$ cat config.mk
export PLATFORM = sky130hd
export DESIGN_NAME = flash_pgm_interlock
export DESIGN_NICKNAME = d
export VERILOG_FILES = /design/src/rtl/flash_pgm_pkg.sv /design/src/rtl/flash_pgm_regs.sv /design/src/rtl/flash_pgm_fsm.sv /design/src/rtl/flash_pgm_timer.sv /design/src/rtl/flash_pgm_interlock.sv
export SDC_FILE = /design/constraint.sdc
export NUM_CORES = 1
export LEC_CHECK = 0
export BUFFER_PORTS_ARGS = -buffer_cell sky130_fd_sc_hd__buf_4
export CAP_MARGIN = 20
export CORE_MARGIN = 4
export CORE_UTILIZATION = 50
export CTS_BUF_LIST = sky130_fd_sc_hd__clkbuf_8
export DETAILED_ROUTE_END_ITERATION = 8
export GPL_ROUTABILITY_DRIVEN = 0
export GPL_TIMING_DRIVEN = 0
export PLACE_DENSITY_LB_ADDON = 0.3
export SLEW_MARGIN = 10
export SYNTH_ARGS = -nofsm -noshare
export SYNTH_HDL_FRONTEND = slang
export SYNTH_HIERARCHICAL = 1
export SYNTH_SLANG_ARGS = --single-unit
$ cat constraint.sdc
create_clock -name clk_i -period 2.9 [get_ports clk_i]
set_input_delay 0.725 -clock clk_i [delete_from_list [all_inputs] [get_ports clk_i]]
set_output_delay 0.725 -clock clk_i [all_outputs]
set_load 0.02 [all_outputs]
$ cat src/rtl/flash_pgm_pkg.sv
package flash_pgm_pkg;
  localparam int PRESC_W = 3;
  localparam int CTL_W   = 3 + PRESC_W;
  localparam int B_HV    = 0;
  localparam int B_SETUP = 1;
  localparam int B_STOP  = 2;
  localparam int B_PRESC = 3;

  typedef enum logic [2:0] {
    ST_IDLE   = 3'd0,
    ST_SETUP  = 3'd1,
    ST_LOADED = 3'd2,
    ST_PULSE  = 3'd3,
    ST_VERIFY = 3'd4
  } pgm_state_e;
endpackage

$ cat src/rtl/flash_pgm_regs.sv
module flash_pgm_regs
  import flash_pgm_pkg::*;
(
  input  logic               clk_i,
  input  logic               rst_ni,
  input  logic               mreset_i,
  input  logic               wr_i,
  input  logic               lock_i,
  input  logic               setup_d_i,
  input  logic [PRESC_W-1:0] presc_d_i,
  output logic               setup_o,
  output logic [PRESC_W-1:0] presc_o
);
  always_ff @(posedge clk_i or negedge rst_ni) begin
    if (!rst_ni) begin
      setup_o <= 1'b0;
      presc_o <= '0;
    end else if (mreset_i) begin
      setup_o <= 1'b0;
      presc_o <= '0;
    end else if (wr_i && !lock_i) begin
      setup_o <= setup_d_i;
      presc_o <= presc_d_i;
    end
  end
endmodule

$ cat src/rtl/flash_pgm_fsm.sv
module flash_pgm_fsm
  import flash_pgm_pkg::*;
(
  input  logic       clk_i,
  input  logic       rst_ni,
  input  logic       mreset_i,
  input  logic       sysreset_i,
  input  logic       ctl_wr_i,
  input  logic       w_hv_i,
  input  logic       w_setup_i,
  input  logic       w_stop_i,
  input  logic       prog_wr_i,
  output pgm_state_e state_o,
  output logic       accept_o
);
  pgm_state_e state_d;

  // programming writes land in the page buffer only in these states
  assign accept_o = prog_wr_i &&
                    (state_o == ST_SETUP || state_o == ST_LOADED || state_o == ST_VERIFY);

  always_comb begin
    state_d = state_o;
    unique case (state_o)
      ST_IDLE:   if (ctl_wr_i && w_setup_i) state_d = ST_SETUP;
      ST_SETUP: begin
        if (ctl_wr_i && !w_setup_i) state_d = ST_IDLE;
        else if (accept_o)          state_d = ST_LOADED;
      end
      ST_LOADED: begin
        if (ctl_wr_i && !w_setup_i) state_d = ST_IDLE;
        else if (ctl_wr_i && w_hv_i) state_d = ST_PULSE;
      end
      ST_PULSE: begin
        if (sysreset_i || (ctl_wr_i && (w_stop_i || !w_hv_i))) state_d = ST_VERIFY;
      end
      ST_VERIFY: begin
        if (ctl_wr_i && !w_setup_i) state_d = ST_IDLE;
        else if (ctl_wr_i && w_hv_i) state_d = ST_PULSE;
      end
      default:   state_d = ST_IDLE;
    endcase
    if (mreset_i) state_d = ST_IDLE;
  end

  always_ff @(posedge clk_i or negedge rst_ni) begin
    if (!rst_ni) state_o <= ST_IDLE;
    else         state_o <= state_d;
  end
endmodule

$ cat src/rtl/flash_pgm_timer.sv
module flash_pgm_timer
  import flash_pgm_pkg::*;
#(
  parameter int PW_TICKS = 4
) (
  input  logic               clk_i,
  input  logic               rst_ni,
  input  logic               run_i,
  input  logic [PRESC_W-1:0] presc_i,
  output logic               hv_stat_o
);
  localparam int DIV_W = (1 << PRESC_W) - 1;
  localparam int TW    = $clog2(PW_TICKS + 1);

  logic [DIV_W-1:0] div_q;
  logic [DIV_W-1:0] div_lim;
  logic [TW-1:0]    tick_q;
  logic             expired_q;

  // divide by 2^presc
  assign div_lim = {DIV_W{1'b1}} >> (DIV_W - int'(presc_i));

  always_ff @(posedge clk_i or negedge rst_ni) begin
    if (!rst_ni) begin
      div_q     <= '0;
      tick_q    <= '0;
      expired_q <= 1'b0;
    end else if (!run_i) begin
      div_q     <= '0;
      tick_q    <= '0;
      expired_q <= 1'b0;
    end else if (!expired_q) begin
      if (div_q == div_lim) begin
        div_q <= '0;
        if (tick_q == TW'(PW_TICKS - 1)) expired_q <= 1'b1;
        else                             tick_q    <= tick_q + 1'b1;
      end else begin
        div_q <= div_q + 1'b1;
      end
    end
  end

  assign hv_stat_o = run_i && ((presc_i == '0) || !expired_q);
endmodule

$ cat src/rtl/flash_pgm_interlock.sv
module flash_pgm_interlock
  import flash_pgm_pkg::*;
#(
  parameter int PW_TICKS = 4
) (
  input  logic             clk_i,
  input  logic             rst_ni,
  input  logic             mreset_i,
  input  logic             sysreset_i,
  input  logic             ctl_wr_i,
  input  logic [CTL_W-1:0] ctl_wdata_i,
  input  logic             prog_wr_i,
  input  logic             arr_req_i,
  output logic             hv_en_o,
  output logic             hv_stat_o,
  output logic             arr_ack_o,
  output logic             wr_accept_o,
  output logic [2:0]       state_o,
  output logic [CTL_W-1:0] ctl_o
);
  pgm_state_e         state;
  logic               setup_q;
  logic [PRESC_W-1:0] presc_q;

  flash_pgm_fsm u_fsm (
    .clk_i      (clk_i),
    .rst_ni     (rst_ni),
    .mreset_i   (mreset_i),
    .sysreset_i (sysreset_i),
    .ctl_wr_i   (ctl_wr_i),
    .w_hv_i     (ctl_wdata_i[B_HV]),
    .w_setup_i  (ctl_wdata_i[B_SETUP]),
    .w_stop_i   (ctl_wdata_i[B_STOP]),
    .prog_wr_i  (prog_wr_i),
    .state_o    (state),
    .accept_o   (wr_accept_o)
  );

  assign hv_en_o = (state == ST_PULSE);

  flash_pgm_regs u_regs (
    .clk_i     (clk_i),
    .rst_ni    (rst_ni),
    .mreset_i  (mreset_i),
    .wr_i      (ctl_wr_i),
    .lock_i    (hv_en_o),
    .setup_d_i (ctl_wdata_i[B_SETUP]),
    .presc_d_i (ctl_wdata_i[B_PRESC +: PRESC_W]),
    .setup_o   (setup_q),
    .presc_o   (presc_q)
  );

  flash_pgm_timer #(.PW_TICKS(PW_TICKS)) u_timer (
    .clk_i     (clk_i),
    .rst_ni    (rst_ni),
    .run_i     (hv_en_o),
    .presc_i   (presc_q),
    .hv_stat_o (hv_stat_o)
  );

  assign arr_ack_o = arr_req_i && !hv_en_o;
  assign state_o   = state;
  assign ctl_o     = {presc_q, 1'b0, setup_q, hv_en_o};
endmodule

==> results of run 1 <==
-- through the flow --
step	worst slack [ps]	power, uW	utilization	cell area [um^2]
3_5_place_dp	241	376	0.620	1580
2_1_floorplan	53.5	334	-	1360
5_1_grt	88.5	568	0.640	1630
6_report	280	543	0.640	1630
3_3_place_gp	309	373	0.620	1580
4_1_cts	146	549	0.638	1620
-- logic make-up after synthesis --
| logic type | synth area share |
|---|---|
| adders and majority gates | 0.0358 |
| buffers and inverters | 0.0698 |
| DFF | 0.331 |
| muxes | 0.0368 |
| AOI/OAI and AO/OA | 0.193 |
| other | 0.00275 |
| and+or+nand+nor | 0.331 |
-- state kept, by name, summed over array words and instances, names as in the netlist --
name,count
u_fsm/state_o,3
u_timer/div_q,7
u_timer/expired_q,1
u_regs/presc_o,3
u_timer/tick_q,3
u_regs/setup_o,1
-- cell usage after synthesis, types with 3 or more instances --
cell type	instances	area, um^2
dfrtp_1	18	450
nand2_1	12	45.0
nand2b_1	10	62.6
nand3_1	9	45.0
o21ai_0	8	40.0
a21oi_1	7	35.0
inv_1	6	22.5
mux2i_1	5	50.1
nand3b_1	5	37.5
buf_6	4	45.0
nand4bb_1	4	45.0
o21ai_1	4	20.0
buf_4	3	22.5
ha_1	3	37.5
nor2_1	3	11.3
or3_1	3	18.8
-- area by class of cell --
cell class,instances,area [um^2]
buffer,8,72.6
clock buffer,3,41.3
fill,221,917
inverter,6,22.5
multi-input combinational,116,823
sequential,18,450
tap,30,37.5
timing repair buffer,24,180
-- metal layers --
metal | track usage | vias up | wire (um) | part of all wire
li1 | - | 596 | - | -
met1 | 0.230 | 599 | 1350 | 0.44
met2 | 0.324 | 33 | 1520 | 0.50
met3 | 0.0346 | 2 | 153 | 0.050
met4 | 0.0475 | 0 | 17 | 0.0056
met5 | 0 | - | 0 | 0
-- worst max-delay path, cell delays in order, from the launching register on --
cell      delay [ps]
dfrtp_1          520
nand2_1          170
nor2_4           260
buf_6            180
buf_6            140
a21boi_0         210
buf_4            180
-- repair_timing --
item,in CTS,in global routing
endpoints found under the hold margin,0,0
endpoints found under the setup margin,1,1
hold buffers,0,0
gates resized for setup,1,1
pin swaps,0,0
gates cloned,0,0
-- worst max path at each step --
stage / start / slack [ps] / cells after the start / endpoint
2_1_floorplan: u_fsm/state_o[0] / 50 / 5 / hv_stat_o
3_3_place_gp: u_fsm/state_o[0] / 310 / 6 / hv_stat_o
3_5_place_dp: u_fsm/state_o[0] / 240 / 6 / hv_stat_o
4_1_cts: u_fsm/state_o[0] / 150 / 6 / hv_stat_o
5_1_grt: u_fsm/state_o[0] / 90 / 6 / hv_stat_o
6_report: u_fsm/state_o[0] / 280 / 6 / hv_stat_o
-- power breakdown --
group	leakage (uW)	switching, uW	internal (uW)
clock network	0.0000216	80.6	92.1
logic	0.000450	54.6	52.5
registers	0.000248	8.11	255
total	0.000720	143	400
==> results by group, run 1 <==
Run status
  – Outcome: completed

Synth
  – Synth Instances: 148
  – Post-Syn Area: 1360 um^2
  – Mapped Avg Cell Area: 9.20 um^2
  – Syn Nets: 164
  – Flops & latches, synth: 18
  – Post-synth cell types: 52
  – Post-synth EDFFs: 0
  – Async S/R FF share, synth: 1.00
  – Top FF cell, synth: dfrtp_1
  – Synth Warn #: 6
  – Post-synthesis sequential area ratio: 0.331

Setup path
  – Required @ worst endpoint: 2170 ps
  – Critical path startpoint category: flop
  – Reg-to-Reg End: u_timer/div_q[6]
  – Data arrival time of the critical path: 1890 ps
  – Flop-to-flop setup slack: 940 ps
  – CP endpoint kind: output port
  – Worst-path fanout max: 11
  – Reg2reg start: u_regs/presc_o[1]
  – Worst reg-to-reg path cell count: 5
  – Kind of critical path: flop to output port

Placement
  – Dpl cells: 202
  – PortBufs: 24
  – Hpwl dp: 2.30 mm

Floorplan
  – Rows: 18
  – Ports: 26
  – Die width: 60.2 um
  – Die area: 3620 um^2
  – Initial Util: 0.535
  – Die Ht: 60.2 um
  – Placeable Area: 2540 um^2

STA
  – Max_slew headroom: 0.667
  – Fin crit period: 2620 ps
  – Final Slew Violations: 0
  – Max Clock Freq: 382 MHz
  – Actual slew at the worst max-slew pin: 495 ps
  – Clock Skew: 3.24 ps
  – Hold_ws: 332 ps
  – Fin Setup TNS: 0 ps
  – RSZ-0062 raised after global routing: no
  – Period utilization: 0.903
  – Hold Vio Cnt, Final: 0
  – Final setup viols: 0

Cells and area
  – Ant. Diodes: 0
  – Syn-to-layout area delta: 19.6%
  – Nets: 193
  – Ratio of cells with drive above 1 in the final layout: 0.274
  – Most frequent cells in the layout: 27 x buf_4, 18 x dfrtp_1, 12 x nand2_1
  – Final std cells w/o fill: 205
  – Most common library cell in the layout ignoring fill and taps: buf_4

Clocking
  – Worst-Skew Late Latency: 250 ps
  – TritonCTS clock tree: built
  – CTS Buffer Depth: 2
  – TritonCTS Buffers: 3
  – CTS root buf: clkbuf_8
  – H-tree depth: 1
  – Clock transition at the registers of the reported paths: 70 ps
  – CTS Sinks: 18
  – Setup bufs post-CTS: 0

Global route
  – Number of global-route vias before repair: 1136
  – Total global routing overflow: 0
  – Gr usage total: 0.185
  – Initial antenna violation count: 0
  – Largest net degree at the start of global routing: 19
  – First-pass GRT wire length: 5.12 mm

Routing
  – Drt first-iter violations: 57
  – DR pass1 iterations: 4
  – Routed WL: 3.04 mm
  – DR WL/cell: 14.8 um
  – Antenna Nets Post-Route: 0
  – Vias per cell: 6.00
  – Via count: 1230
  – Detailed-route DRC error count: 0

Pwr
  – PD cells: 334 nW/um^2
  – Leakage: 0.000720 uW
  – Max VDD drop: 237 uV

Hold path
  – Tightest Hold Check Type: primary input to asynchronous set/reset pin

Job
  – Max Cap Viol: 0
Note: power is estimated with default switching activity, not from simulation.
==> run 2: changes to the inputs <==
--- a/config.mk
+++ b/config.mk
@@ -9,7 +9,6 @@
 export CAP_MARGIN = 20
 export CORE_MARGIN = 4
 export CORE_UTILIZATION = 50
-export CTS_BUF_LIST = sky130_fd_sc_hd__clkbuf_8
 export DETAILED_ROUTE_END_ITERATION = 8
 export GPL_ROUTABILITY_DRIVEN = 0
 export GPL_TIMING_DRIVEN = 0
==> run 2 against run 1 <==
Compared with the run above: combinational power barely moved; clock skew increased by 1.7 ps; final cell count is the same; setup slack got worse by 49 ps; non-clock buffer count unchanged; sequential share of layout area increased by 0.32 points; count of clock-buffer cells in the layout unchanged; worst hold slack worse by 47 ps; core utilization decreased by 0.74 points; critical path type unchanged; largest power group unchanged.
==> results by group, run 2 (synthesis results as in run 1) <==
Clocking
  – TritonCTS clock tree: built (unchanged)
  – Worst-Skew Late Latency: 290 ps (was 250 ps)
  – Clock transition at the registers of the reported paths: 100 ps (was 70 ps)
  – CTS Sinks: 18 (unchanged)
  – H-tree depth: 1 (unchanged)
  – CTS root buf: clkbuf_4 (was clkbuf_8)
  – Setup bufs post-CTS: 0 (unchanged)
  – TritonCTS Buffers: 3 (unchanged)
  – CTS Buffer Depth: 2 (unchanged)

Pwr
  – Sequential share of power: 0.532 (was 0.485)
  – Comb pwr share: 0.217 (was 0.197)
  – Switching Power: 139 uW (was 143 uW)
  – Clk pwr share: 0.250 (was 0.318)
  – Leakage: 0.000712 uW (was 0.000720 uW)
  – Max VDD drop: 223 uV (was 237 uV)
  – PD cells: 307 nW/um^2 (was 334 nW/um^2)
  – Sw Ratio: 0.281 (was 0.264)
  – Internal power: 356 uW (was 400 uW)

STA
  – Max Clock Freq: 375 MHz (was 382 MHz)
  – Period utilization: 0.920 (was 0.903)
  – Actual slew at the worst max-slew pin: 525 ps (was 495 ps)
  – Final Slew Violations: 0 (unchanged)
  – Max_slew headroom: 0.647 (was 0.667)
  – Final setup viols: 0 (unchanged)
  – RSZ-0062 raised after global routing: no (unchanged)
  – Clock Skew: 4.93 ps (was 3.24 ps)
  – Final WS setup: 232 ps (was 280 ps)
  – Fin crit period: 2670 ps (was 2620 ps)
  – Hold_ws: 286 ps (was 332 ps)
  – Hold Vio Cnt, Final: 0 (unchanged)
  – Fin Setup TNS: 0 ps (unchanged)

Setup path
  – Worst-path fanout max: 11 (unchanged)
  – Required @ worst endpoint: 2170 ps (about the same)
  – Worst reg-to-reg path cell count: 5 (unchanged)
  – Flop-to-flop setup slack: 900 ps (was 940 ps)
  – Reg-to-Reg End: u_timer/div_q[4] (was u_timer/div_q[6])
  – Data arrival time of the critical path: 1940 ps (was 1890 ps)
  – Kind of critical path: flop to output port (unchanged)
  – Reg2reg start: u_regs/presc_o[1] (unchanged)
  – Critical path startpoint category: flop (unchanged)
  – CP endpoint kind: output port (unchanged)

Cells and area
  – Nets: 193 (unchanged)
  – Most frequent cells in the layout: 27 x buf_4, 18 x dfrtp_1, 12 x nand2_1 (unchanged)
  – Ant. Diodes: 0 (unchanged)
  – Syn-to-layout area delta: 18.2% (was 19.6%)
  – Largest Register: u_timer/div_q (unchanged)
  – Ratio of cells with drive above 1 in the final layout: 0.274 (unchanged)
  – Most common library cell in the layout ignoring fill and taps: buf_4 (unchanged)
  – Max reg flops: 7 (unchanged)
  – # fillers: 227 (was 221)

Placement
  – Dpl ws: 241 ps (unchanged)
  – Hpwl dp: 2.30 mm (unchanged)
  – PortBufs: 24 (unchanged)

Global route
  – Gr usage total: 0.184 (was 0.185)
  – Initial antenna violation count: 0 (unchanged)
  – Largest net degree at the start of global routing: 19 (unchanged)
  – Number of global-route vias before repair: 1125 (was 1136)
  – First-pass GRT wire length: 5.13 mm (was 5.12 mm)
  – Total global routing overflow: 0 (unchanged)

Floorplan
  – Die Ht: 60.2 um (unchanged)
  – Initial Util: 0.535 (unchanged)
  – Ports: 26 (unchanged)
  – Die area: 3620 um^2 (unchanged)
  – Die width: 60.2 um (unchanged)
  – Placeable Area: 2540 um^2 (unchanged)
  – Rows: 18 (unchanged)

Routing
  – Antenna Nets Post-Route: 0 (unchanged)
  – DR WL/cell: 14.9 um (was 14.8 um)
  – Vias per cell: 6.00 (about the same)
  – Drt first-iter violations: 46 (was 57)
  – Routed WL: 3.06 mm (was 3.04 mm)
  – DR pass1 iterations: 4 (unchanged)
  – Via count: 1231 (was 1230)
  – Detailed-route DRC error count: 0 (unchanged)

Hold path
  – Tightest Hold Check Type: primary input to asynchronous set/reset pin (unchanged)

Run status
  – Outcome: completed (unchanged)

Job
  – Max Cap Viol: 0 (unchanged)
-- run 2: cell counts in the layout (fill, tap and decap cells not counted) --
Identical to the previous run, type by type.
-- run 2: worst max-delay path by stage --
stage | start | endpoint | slack, ps | cells after the start
6_report | u_fsm/state_o[0] | hv_stat_o | 230 | 6
3_5_place_dp | u_fsm/state_o[0] | hv_stat_o | 240 | 6
2_1_floorplan | u_fsm/state_o[0] | hv_stat_o | 50 | 5
4_1_cts | u_fsm/state_o[0] | hv_stat_o | 90 | 6
3_3_place_gp | u_fsm/state_o[0] | hv_stat_o | 310 | 6
5_1_grt | u_fsm/state_o[0] | hv_stat_o | 30 | 6
-- run 2: final cells by class --
cell class	instances	area [um^2]	share of cell area
clock buffer	3	22.5	0.0140
multi-input combinational	116	823	0.512
inverter	6	22.5	0.0140
sequential	18	450	0.280
buffer	8	72.6	0.0451
tap	30	37.5	0.0233
timing repair buffer	24	180	0.112
-- run 2: repair_timing --
action                                  CTS  global route
endpoints found under the setup margin    1             1
gates resized for setup                   1             1
hold buffers                              0             0
-- run 2: worst max-delay path: stages, from the launching register on --
cell,delay [ps]
dfrtp_1,530
nand2_1,170
nor2_4,250
buf_6,180
buf_6,140
a21boi_0,210
buf_4,180
-- run 2: power by group through the flow --
stage	clock network, uW	logic, uW	registers [uW]
after floorplan	0	63.1	270
after global placement	0	105	268
after detailed placement	0	107	268
after CTS	129	108	263
after global routing	139	116	265
final	124	108	263
-- run 2: through the flow --
step / power (uW) / instance area [um^2] / std cells / util
global route: 520 / 1610 / 205 / 0.632
floorplan: 334 / 1360 / 148 / -
finish: 495 / 1610 / 205 / 0.632
CTS: 500 / 1600 / 205 / 0.630
detailed placement: 376 / 1580 / 202 / 0.620
global placement: 373 / 1580 / 202 / 0.620
-- run 2: layer usage --
layer / track usage / routed length, um / part of all wire / vias to the layer above
li1: - / - / - / 600
met1: 0.231 / 1370 / 0.45 / 604
met2: 0.321 / 1540 / 0.50 / 25
met3: 0.0281 / 119 / 0.039 / 2
met4: 0.0570 / 23 / 0.0075 / 0
met5: 0 / 0 / 0 / -
==> run 3: changes to the inputs <==
==> constraint.sdc (replaced) <==
create_clock -name clk_i -period 2.9 [get_ports clk_i]
set_input_delay 0.29 -clock clk_i [delete_from_list [all_inputs] [get_ports clk_i]]
set_output_delay 0.29 -clock clk_i [all_outputs]
set_load 0.02 [all_outputs]
==> run 3 against run 2 <==
Compared with the run above: die area did not move; clock power barely moved; core utilization rose by 0.098 points; sequential share of layout area barely moved; final cell count rose by 0.49%; routed wire length rose by 0.36%; clock skew barely moved; count of clock-buffer cells in the layout did not move; non-clock buffer count rose by 1; critical path depth did not move; register-to-register slack improved by 20 ps; setup slack improved by 130 ps; critical path type unchanged; critical endpoint unchanged.
==> results by group, run 3 (synthesis results as in run 1) <==
Pwr
  – Clk pwr share: 0.250 (about the same)
  – Sw Ratio: 0.281 (about the same)
  – Leakage: 0.000717 uW (was 0.000712 uW)
  – Switching Power: 139 uW (about the same)
  – PD cells: 308 nW/um^2 (was 307 nW/um^2)
  – Max VDD drop: 224 uV (was 223 uV)
  – Comb pwr share: 0.219 (was 0.217)
  – Internal power: 357 uW (was 356 uW)
  – Sequential share of power: 0.531 (was 0.532)

Clocking
  – Worst-Skew Late Latency: 290 ps (about the same)
  – H-tree depth: 1 (unchanged)
  – Clock transition at the registers of the reported paths: 100 ps (about the same)
  – CTS Buffer Depth: 2 (unchanged)
  – CTS root buf: clkbuf_4 (unchanged)
  – TritonCTS Buffers: 3 (unchanged)
  – Post-CTS sizing: 0 (was 1)
  – Hold Buf Count CTS: 1 (was 0)
  – TritonCTS clock tree: built (unchanged)
  – Setup bufs post-CTS: 0 (unchanged)
  – CTS Sinks: 18 (unchanged)

STA
  – RSZ-0062 raised after global routing: no (unchanged)
  – Clock Skew: 4.89 ps (was 4.93 ps)
  – Hold Vio Cnt, Final: 0 (unchanged)
  – Fin crit period: 2540 ps (was 2670 ps)
  – Final setup viols: 0 (unchanged)
  – Max_slew headroom: 0.519 (was 0.647)
  – Fin Setup TNS: 0 ps (unchanged)
  – Max Clock Freq: 393 MHz (was 375 MHz)
  – Period utilization: 0.877 (was 0.920)
  – Hold_ws: 223 ps (was 286 ps)
  – Final Slew Violations: 0 (unchanged)
  – Actual slew at the worst max-slew pin: 719 ps (was 525 ps)
  – Final WS setup: 358 ps (was 232 ps)

Cells and area
  – Flip-flop and latch area: 450 um^2 (unchanged)
  – Most common library cell in the layout ignoring fill and taps: buf_4 (unchanged)
  – Largest Register: u_timer/div_q (unchanged)
  – Multi-input gate area: 816 um^2 (was 823 um^2)
  – # fillers: 224 (was 227)
  – Ant. Diodes: 0 (unchanged)
  – Syn-to-layout area delta: 18.4% (was 18.2%)
  – Max reg flops: 7 (unchanged)
  – Nets: 194 (was 193)
  – Ratio of cells with drive above 1 in the final layout: 0.267 (was 0.274)
  – Final std cells w/o fill: 206 (was 205)
  – Final core occ: 0.633 (was 0.632)
  – Most frequent cells in the layout: 27 x buf_4, 18 x dfrtp_1, 12 x nand2_1 (unchanged)

Routing
  – Drt first-iter violations: 50 (was 46)
  – Vias per cell: 5.87 (was 6.00)
  – DR pass1 iterations: 4 (unchanged)
  – Antenna Nets Post-Route: 0 (unchanged)
  – Via count: 1209 (was 1231)
  – DR WL/cell: 14.9 um (about the same)
  – Detailed-route DRC error count: 0 (unchanged)
  – Routed WL: 3.07 mm (was 3.06 mm)

Global route
  – First-pass GRT wire length: 5.10 mm (was 5.13 mm)
  – Number of global-route vias before repair: 1123 (was 1125)
  – Initial antenna violation count: 0 (unchanged)
  – Total global routing overflow: 0 (unchanged)
  – Gr usage total: 0.183 (was 0.184)
  – Largest net degree at the start of global routing: 19 (unchanged)

Setup path
  – Slowest cell on crit path: nor2_1 (was dfrtp_1)
  – CP endpoint kind: output port (unchanged)
  – Crit-path cells: nand2_1 > nor2_1 > buf_6 > buf_6 > a21boi_0 > buf_4 (was nand2_1 > nor2_4 > buf_6 > buf_6 > a21boi_0 > buf_4)
  – Data arrival time of the critical path: 2250 ps (was 1940 ps)
  – Crit path max-delay family: simple AND/OR/NAND/NOR gates (was flip-flops)
  – CP bufs+invs: 3 (unchanged)
  – Required @ worst endpoint: 2610 ps (was 2170 ps)
  – Worst-path fanout max: 11 (unchanged)
  – Critical path startpoint category: flop (unchanged)
  – Most used cell, CP: buf_6 (unchanged)
  – Kind of critical path: flop to output port (unchanged)
  – Max stage delay on crit path: 570 ps (was 530 ps)

Placement
  – Dpl ws: 676 ps (was 241 ps)
  – PortBufs: 24 (unchanged)
  – Dpl cells: 202 (unchanged)
  – Hpwl dp: 2.30 mm (unchanged)

Floorplan
  – Rows: 18 (unchanged)
  – Die width: 60.2 um (unchanged)
  – Placeable Area: 2540 um^2 (unchanged)
  – Ports: 26 (unchanged)
  – Initial Util: 0.535 (unchanged)
  – Die Ht: 60.2 um (unchanged)
  – Die area: 3620 um^2 (unchanged)

Run status
  – Outcome: completed (unchanged)

Job
  – Max Cap Viol: 0 (unchanged)

Hold path
  – Tightest Hold Check Type: primary input to flop (was primary input to asynchronous set/reset pin)
## run 3: layout make-up
cell class | instances | area share
sequential | 18 | 0.280
buffer | 8 | 0.0450
multi-input combinational | 116 | 0.506
clock buffer | 3 | 0.0140
timing repair buffer | 25 | 0.118
inverter | 6 | 0.0140
tap | 30 | 0.0233
## run 3: path summary, 6_finish.rpt
check | from | to | slack [ps] | cells after the start
worst min-delay path | mreset_i | u_fsm/state_o[0] | 220 | 2
min in group asynchronous | rst_ni | u_fsm/state_o[1] | 410 | 2
worst max-delay path | u_fsm/state_o[0] | hv_stat_o | 360 | 6
worst max register to register | u_regs/presc_o[1] | u_timer/div_q[6] | 920 | 5
max in group asynchronous | rst_ni | u_timer/expired_q | 2290 | 2
worst min register to register | u_regs/setup_o | u_regs/setup_o | 550 | 2
## run 3: through the flow
stage | area, um^2 | total power, uW
after floorplan | 1360 | 334
after global routing | 1610 | 521
after global placement | 1580 | 373
final | 1610 | 496
after detailed placement | 1580 | 376
after CTS | 1610 | 501
## run 3: worst reg2reg max path, delay by kind of cell (launching register included)
kind / cells / cell delay [ps]
and+or+nand+nor: 4 / 1280
DFF: 1 / 480
AOI/OAI and AO/OA: 1 / 100
## run 3: per-layer routing
layer,global-route usage,share of wire,vias to the layer above
li1,-,-,597
met1,0.230,0.44,580
met2,0.319,0.50,30
met3,0.0281,0.048,2
met4,0.0570,0.0075,0
met5,0,0,-
## run 3: power by group through the flow
stage	Sequential [uW]	Clock (uW)	Combinational [uW]
2_1_floorplan	270	0	63.1
3_3_place_gp	268	0	105
3_5_place_dp	268	0	107
4_1_cts	263	129	109
5_1_grt	264	139	118
6_report	263	124	109
